### config.mk
export PLATFORM = sky130hd
export DESIGN_NAME = addc_exec_unit
export DESIGN_NICKNAME = d
export VERILOG_FILES = /design/src/rtl/addc_exec_unit.sv
export SDC_FILE = /design/constraint.sdc
export NUM_CORES = 1
export LEC_CHECK = 0
export BUFFER_PORTS_ARGS = -buffer_cell sky130_fd_sc_hd__buf_2
export CAP_MARGIN = 20
export CELL_PAD_IN_SITES_DETAIL_PLACEMENT = 1
export CELL_PAD_IN_SITES_GLOBAL_PLACEMENT = 1
export CORE_MARGIN = 2
export CORE_UTILIZATION = 45
export DETAILED_ROUTE_END_ITERATION = 10
export GPL_ROUTABILITY_DRIVEN = 1
export PLACE_DENSITY_LB_ADDON = 0.25
export SETUP_SLACK_MARGIN = 0.05
export SKIP_LAST_GASP = 1
export SYNTH_ARGS = -nofsm -noshare
export SYNTH_HDL_FRONTEND = slang
export SYNTH_SLANG_ARGS = --single-unit
### constraint.sdc
create_clock -name clk -period 3.2 [get_ports clk]
set_input_delay 0.32 -clock clk [delete_from_list [all_inputs] [get_ports clk]]
set_output_delay 0.32 -clock clk [all_outputs]
set_load 0.05 [all_outputs]
### src/rtl/addc_exec_unit.sv
module addc_exec_unit #(
  parameter logic [15:0] PC_RESET = 16'h0000
) (
  input  logic        clk,
  input  logic        rst_n,
  input  logic        start,
  output logic        busy,
  output logic        done,
  output logic        illegal,
  output logic        mem_rd,
  output logic [15:0] mem_addr,
  input  logic [7:0]  mem_rdata,
  input  logic        ld_en,
  input  logic [2:0]  ld_sel,
  input  logic [7:0]  ld_data,
  output logic [7:0]  acc,
  output logic [7:0]  flags,
  output logic [15:0] pc
);

  localparam logic [7:0] OP_IMM = 8'hCE;
  localparam logic [7:0] OP_HL  = 8'h8E;
  localparam int         IX_F   = 6;
  localparam int         IX_A   = 7;

  typedef enum logic [1:0] {ST_IDLE, ST_OP, ST_MRD, ST_MEX} st_t;

  st_t        st;
  logic [7:0] rf [8];
  logic [7:0] opc_q;
  logic [15:0] pc_q;
  logic       done_q, ill_q;

  logic       is_reg, is_mem;
  logic [7:0] opnd;
  logic [8:0] sum;
  logic [4:0] hsum;
  logic [7:0] f_new;

  assign is_reg = (mem_rdata[7:3] == 5'b10001) && (mem_rdata[2:0] != 3'b110);
  assign is_mem = (mem_rdata == OP_IMM) || (mem_rdata == OP_HL);
  assign opnd   = (st == ST_MEX) ? mem_rdata : rf[mem_rdata[2:0]];
  assign sum    = {1'b0, rf[IX_A]} + {1'b0, opnd} + {8'd0, rf[IX_F][4]};
  assign hsum   = {1'b0, rf[IX_A][3:0]} + {1'b0, opnd[3:0]} + {4'd0, rf[IX_F][4]};
  assign f_new  = {sum[7:0] == 8'h00, 1'b0, hsum[4], sum[8], 4'h0};

  assign mem_rd   = (st == ST_IDLE && start) || st == ST_MRD;
  assign mem_addr = (st != ST_MRD) ? pc_q :
                    (opc_q == OP_IMM) ? pc_q : {rf[4], rf[5]};

  assign busy    = (st != ST_IDLE);
  assign done    = done_q;
  assign illegal = ill_q;
  assign acc     = rf[IX_A];
  assign flags   = rf[IX_F];
  assign pc      = pc_q;

  always_ff @(posedge clk) begin
    if (!rst_n) begin
      st     <= ST_IDLE;
      pc_q   <= PC_RESET;
      opc_q  <= 8'h00;
      done_q <= 1'b0;
      ill_q  <= 1'b0;
      for (int i = 0; i < 8; i++) rf[i] <= 8'h00;
    end else begin
      done_q <= 1'b0;
      ill_q  <= 1'b0;
      unique case (st)
        ST_IDLE: begin
          if (start) st <= ST_OP;
          else if (ld_en)
            rf[ld_sel] <= (ld_sel == 3'(IX_F)) ? {ld_data[7:4], 4'h0} : ld_data;
        end
        ST_OP: begin
          opc_q <= mem_rdata;
          if (is_reg) begin
            pc_q     <= pc_q + 16'd1;
            rf[IX_A] <= sum[7:0];
            rf[IX_F] <= f_new;
            done_q   <= 1'b1;
            st       <= ST_IDLE;
          end else if (is_mem) begin
            pc_q <= pc_q + 16'd1;
            st   <= ST_MRD;
          end else begin
            ill_q <= 1'b1;
            st    <= ST_IDLE;
          end
        end
        ST_MRD: begin
          if (opc_q == OP_IMM) pc_q <= pc_q + 16'd1;
          st <= ST_MEX;
        end
        ST_MEX: begin
          rf[IX_A] <= sum[7:0];
          rf[IX_F] <= f_new;
          done_q   <= 1'b1;
          st       <= ST_IDLE;
        end
        default: st <= ST_IDLE;
      endcase
    end
  end

  p_low_nibble_r5: assert property (@(posedge clk) disable iff (!rst_n)
    flags[3:0] == 4'h0);

  p_sub_clear_r2: assert property (@(posedge clk) disable iff (!rst_n)
    done |-> !flags[6]);

  p_zero_flag_r2: assert property (@(posedge clk) disable iff (!rst_n)
    done |-> (flags[7] == (acc == 8'h00)));

  p_retire_idle_r6: assert property (@(posedge clk) disable iff (!rst_n)
    (done || illegal) |-> !busy && !(done && illegal));

  p_illegal_quiet_r9: assert property (@(posedge clk) disable iff (!rst_n)
    illegal |-> $stable(acc) && $stable(flags) && $stable(pc));

  p_busy_from_start_r12: assert property (@(posedge clk) disable iff (!rst_n)
    $rose(busy) |-> $past(start));

  p_strobe_then_busy_r11: assert property (@(posedge clk) disable iff (!rst_n)
    mem_rd |=> busy);

endmodule

==> key figures <==
STA
  • Fmax: 336 MHz
  • Final setup vio count: 0
  • Final Slew Violations: 0
  • Final hold viol count: 0
  • Final worst path period share: 93.0%
  • Worst Skew: 0.0123 ns
  • Slew headroom: 54.5%
  • RSZ-0062 raised after global routing: false
  • Crit path time final: 2.98 ns
  • Worst slew pin tran: 0.680 ns
  • Setup TNS: 0 ns

Finish
  • Layout cells sized above 1: 28.5%
  • Layout area overhead: 16.6%
  • Filler Cells Inserted: 1143
  • Most frequent cells in the layout: buf_2 (74), edfxtp_1 (64), nor2_1 (55)
  • Net count, final: 543
  • Diode count: 0
  • Commonest non-fill, non-tap cell in the layout: buf_2

Drt
  • Routed via count: 3731
  • Routed vias/inst: 5.73
  • Drt first pass iters: 4
  • WL/cell: 22.2 microns
  • Final ANT Viol Nets: 0
  • Starting DRT DRC Count: 165
  • Drt total wl: 14400 microns
  • Drt drc: 0

Synth
  • Sequential area share after synthesis: 51.7%
  • Post-synth top flop: edfxtp_1
  • Mapped Cells: 422
  • Seq cells post-synth: 92
  • Mapped Avg Cell Area: 11.4 sq um
  • Mapped Area: 4800 sq um
  • Netlist cell types: 55
  • EDFF count, synth: 64
  • Synth Warn #: 0
  • Async SR Flop Fraction: 0%

Global route
  • GR Overflow Total: 0
  • Initial antenna violation count: 0
  • Gr usage total: 26.0%
  • Largest net degree at the start of global routing: 28
  • Vias in the first global route: 3781
  • First-pass GRT wire length: 21700 microns

Pwr
  • P_int: 1.83 mW
  • Sequential power share: 53.4%
  • Switching pwr: 676 uW
  • P per Cell Area: 448 nW/um^2
  • Final Total Pwr: 2.51 mW
  • Switching Fraction: 26.9%
  • Clock share of power: 33.0%
  • VDD IR-drop max: 190 uV
  • Power share of the combinational group: 13.6%
  • Static Leak: 2.29 nW

Die
  • Die Area: 11500 sq um
  • # rows: 37
  • Initial Util: 46.5%
  • Area of the core: 10300 sq um
  • # IOs: 75
  • Die Ht: 107 microns
  • Die W: 107 microns

Worst setup path
  • Critical path arrival: 3.20 ns
  • CP endpoint kind: flip-flop
  • Worst setup SP type: flip-flop
  • Setup CP Type: reg2reg
  • CP max FO: 3
  • Data required time of the critical path: 3.42 ns

Clocking
  • CTS tree: done
  • CTS clk-pin slew, worst paths: 0.09 ns
  • CTS max path bufs: 2
  • CTS root buf: clkbuf_8
  • Inserted Clock Buffers: 9
  • Worst skew pair latency: 0.37 ns
  • CTS H-Tree Depth: 3
  • Clock Sinks: 92

Worst hold path
  • Worst hold path type: in2reg

Outcome
  • Status: completed

Flow run
  • Max-Cap Viols: 0

Placement
  • DP HPWL: 11100 microns
  • Final Wtd Congestion: 0.919
  • Port bufs: 74
worst paths after layout:
check / slack, ns / start / end / cells after the start
worst min-delay path: 0.22 / mem_rdata[5] / opc_q[5]$_SDFFE_PN0P_ / 3
worst max register to register: 0.22 / rf[7][0]$_DFFE_PP_ / rf[6][7]$_DFFE_PP_ / 11
worst min register to register: 0.47 / opc_q[6]$_SDFFE_PN0P_ / opc_q[6]$_SDFFE_PN0P_ / 2
worst max-delay path: 0.22 / rf[7][0]$_DFFE_PP_ / rf[6][7]$_DFFE_PP_ / 11
stage by stage:
stage          hold slack (ns)  setup WS [ns]  cells  utilization, %  area [sq um]
6_report                 0.218          0.223    651            54.3          5600
5_1_grt                  0.223         0.0897    651            54.3          5600
4_1_cts                  0.216          0.238    651            54.3          5600
3_5_place_dp             0.452         0.0764    635            52.2          5390
3_3_place_gp             0.443          0.120    635            52.2          5390
2_1_floorplan            0.431          0.203    425               -          4820
worst max-delay path: stages (launching register included):
cell and delay (ns):
edfxtp_1 0.43, mux4_2 0.26, a21oi_1 0.04, a21o_1 0.20, fa_1 0.42, fa_1 0.42, nand2b_1 0.18, a21oi_1 0.23
xor2_1 0.12, nor4_1 0.28, nand3_1 0.11, o21ai_1 0.13
Yosys cell counts, types with 2 or more instances:
cell      count  area (sq um)
edfxtp_1     64          1920
nor2_1       55           206
nand2_1      45           169
dfxtp_1      28           561
a21oi_1      27           135
and2_1       25           156
mux2_2       16           180
xnor2_1      16           140
mux4_2       11           248
o21ai_0      10          50.1
or2_2         9          56.3
ha_1          8           100
nor3_1        8          40.0
nand2b_1      7          43.8
clkbuf_1      6          22.5
mux2i_1       6          60.1
nand3_1       6          30.0
inv_1         5          18.8
mux4_1        5           131
buf_2         4          20.0
nor4_1        4          25.0
a22o_1        3          26.3
and3_1        3          18.8
buf_1         3          11.3
nor2b_1       3          18.8
nor3b_1       3          22.5
o211ai_1      3          22.5
or3_1         3          18.8
xor2_1        3          26.3
a21o_1        2          15.0
buf_6         2          22.5
fa_1          2          40.0
nand4_1       2          12.5
nand4b_1      2          17.5
nor4_4        2          42.5
nor4b_1       2          17.5
layout make-up:
cell class | instances | area [sq um] | share of cell area, %
Tap cell | 136 | 170 | 3.04
Inverter | 7 | 26.3 | 0.469
Clock inverter | 2 | 13.8 | 0.246
Timing Repair Buffer | 90 | 490 | 8.76
Multi-Input combinational cell | 310 | 2220 | 39.7
Sequential cell | 92 | 2480 | 44.3
Clock buffer | 14 | 195 | 3.48
power by group through the flow:
stage	Combinational, mW	Sequential, mW	Clock, mW
6_report	0.342	1.34	0.829
5_1_grt	0.366	1.34	0.881
4_1_cts	0.340	1.34	0.829
3_5_place_dp	0.337	1.37	0
3_3_place_gp	0.325	1.36	0
2_1_floorplan	0.191	1.38	0
per-layer routing:
layer,up-vias,track usage (%),part of all wire (%)
li1,1704,-,-
met1,1881,33.2,41
met2,115,44.7,51
met3,31,4.18,5.9
met4,0,9.43,2.3
met5,-,0,0
what timing repair did:
action,4_1_cts,5_1_grt
setup buffers,0,0
hold buffers,0,0
endpoints found under the setup margin,0,3
resized for setup,0,1
registers in the layout (all words and copies together) (netlist names), named ones only:
register  cells
opc_q         8
done          1
pc           16
st            1
rf           64
illegal       1
cell families (layout without fill, tap and decap cells):
logic type	after synthesis	in the layout	share of synthesized area, %
other	1	4	0.0781
buffers and inverters	23	113	2.29
muxes	38	38	12.9
DFF	92	92	51.7
and+or+nand+nor	186	186	20.1
AOI/OAI and AO/OA	53	53	6.61
adders and majority gates	10	10	2.92
xor gates and xnor gates	19	19	3.46
No activity file was read; power rests on OpenSTA's default activity.
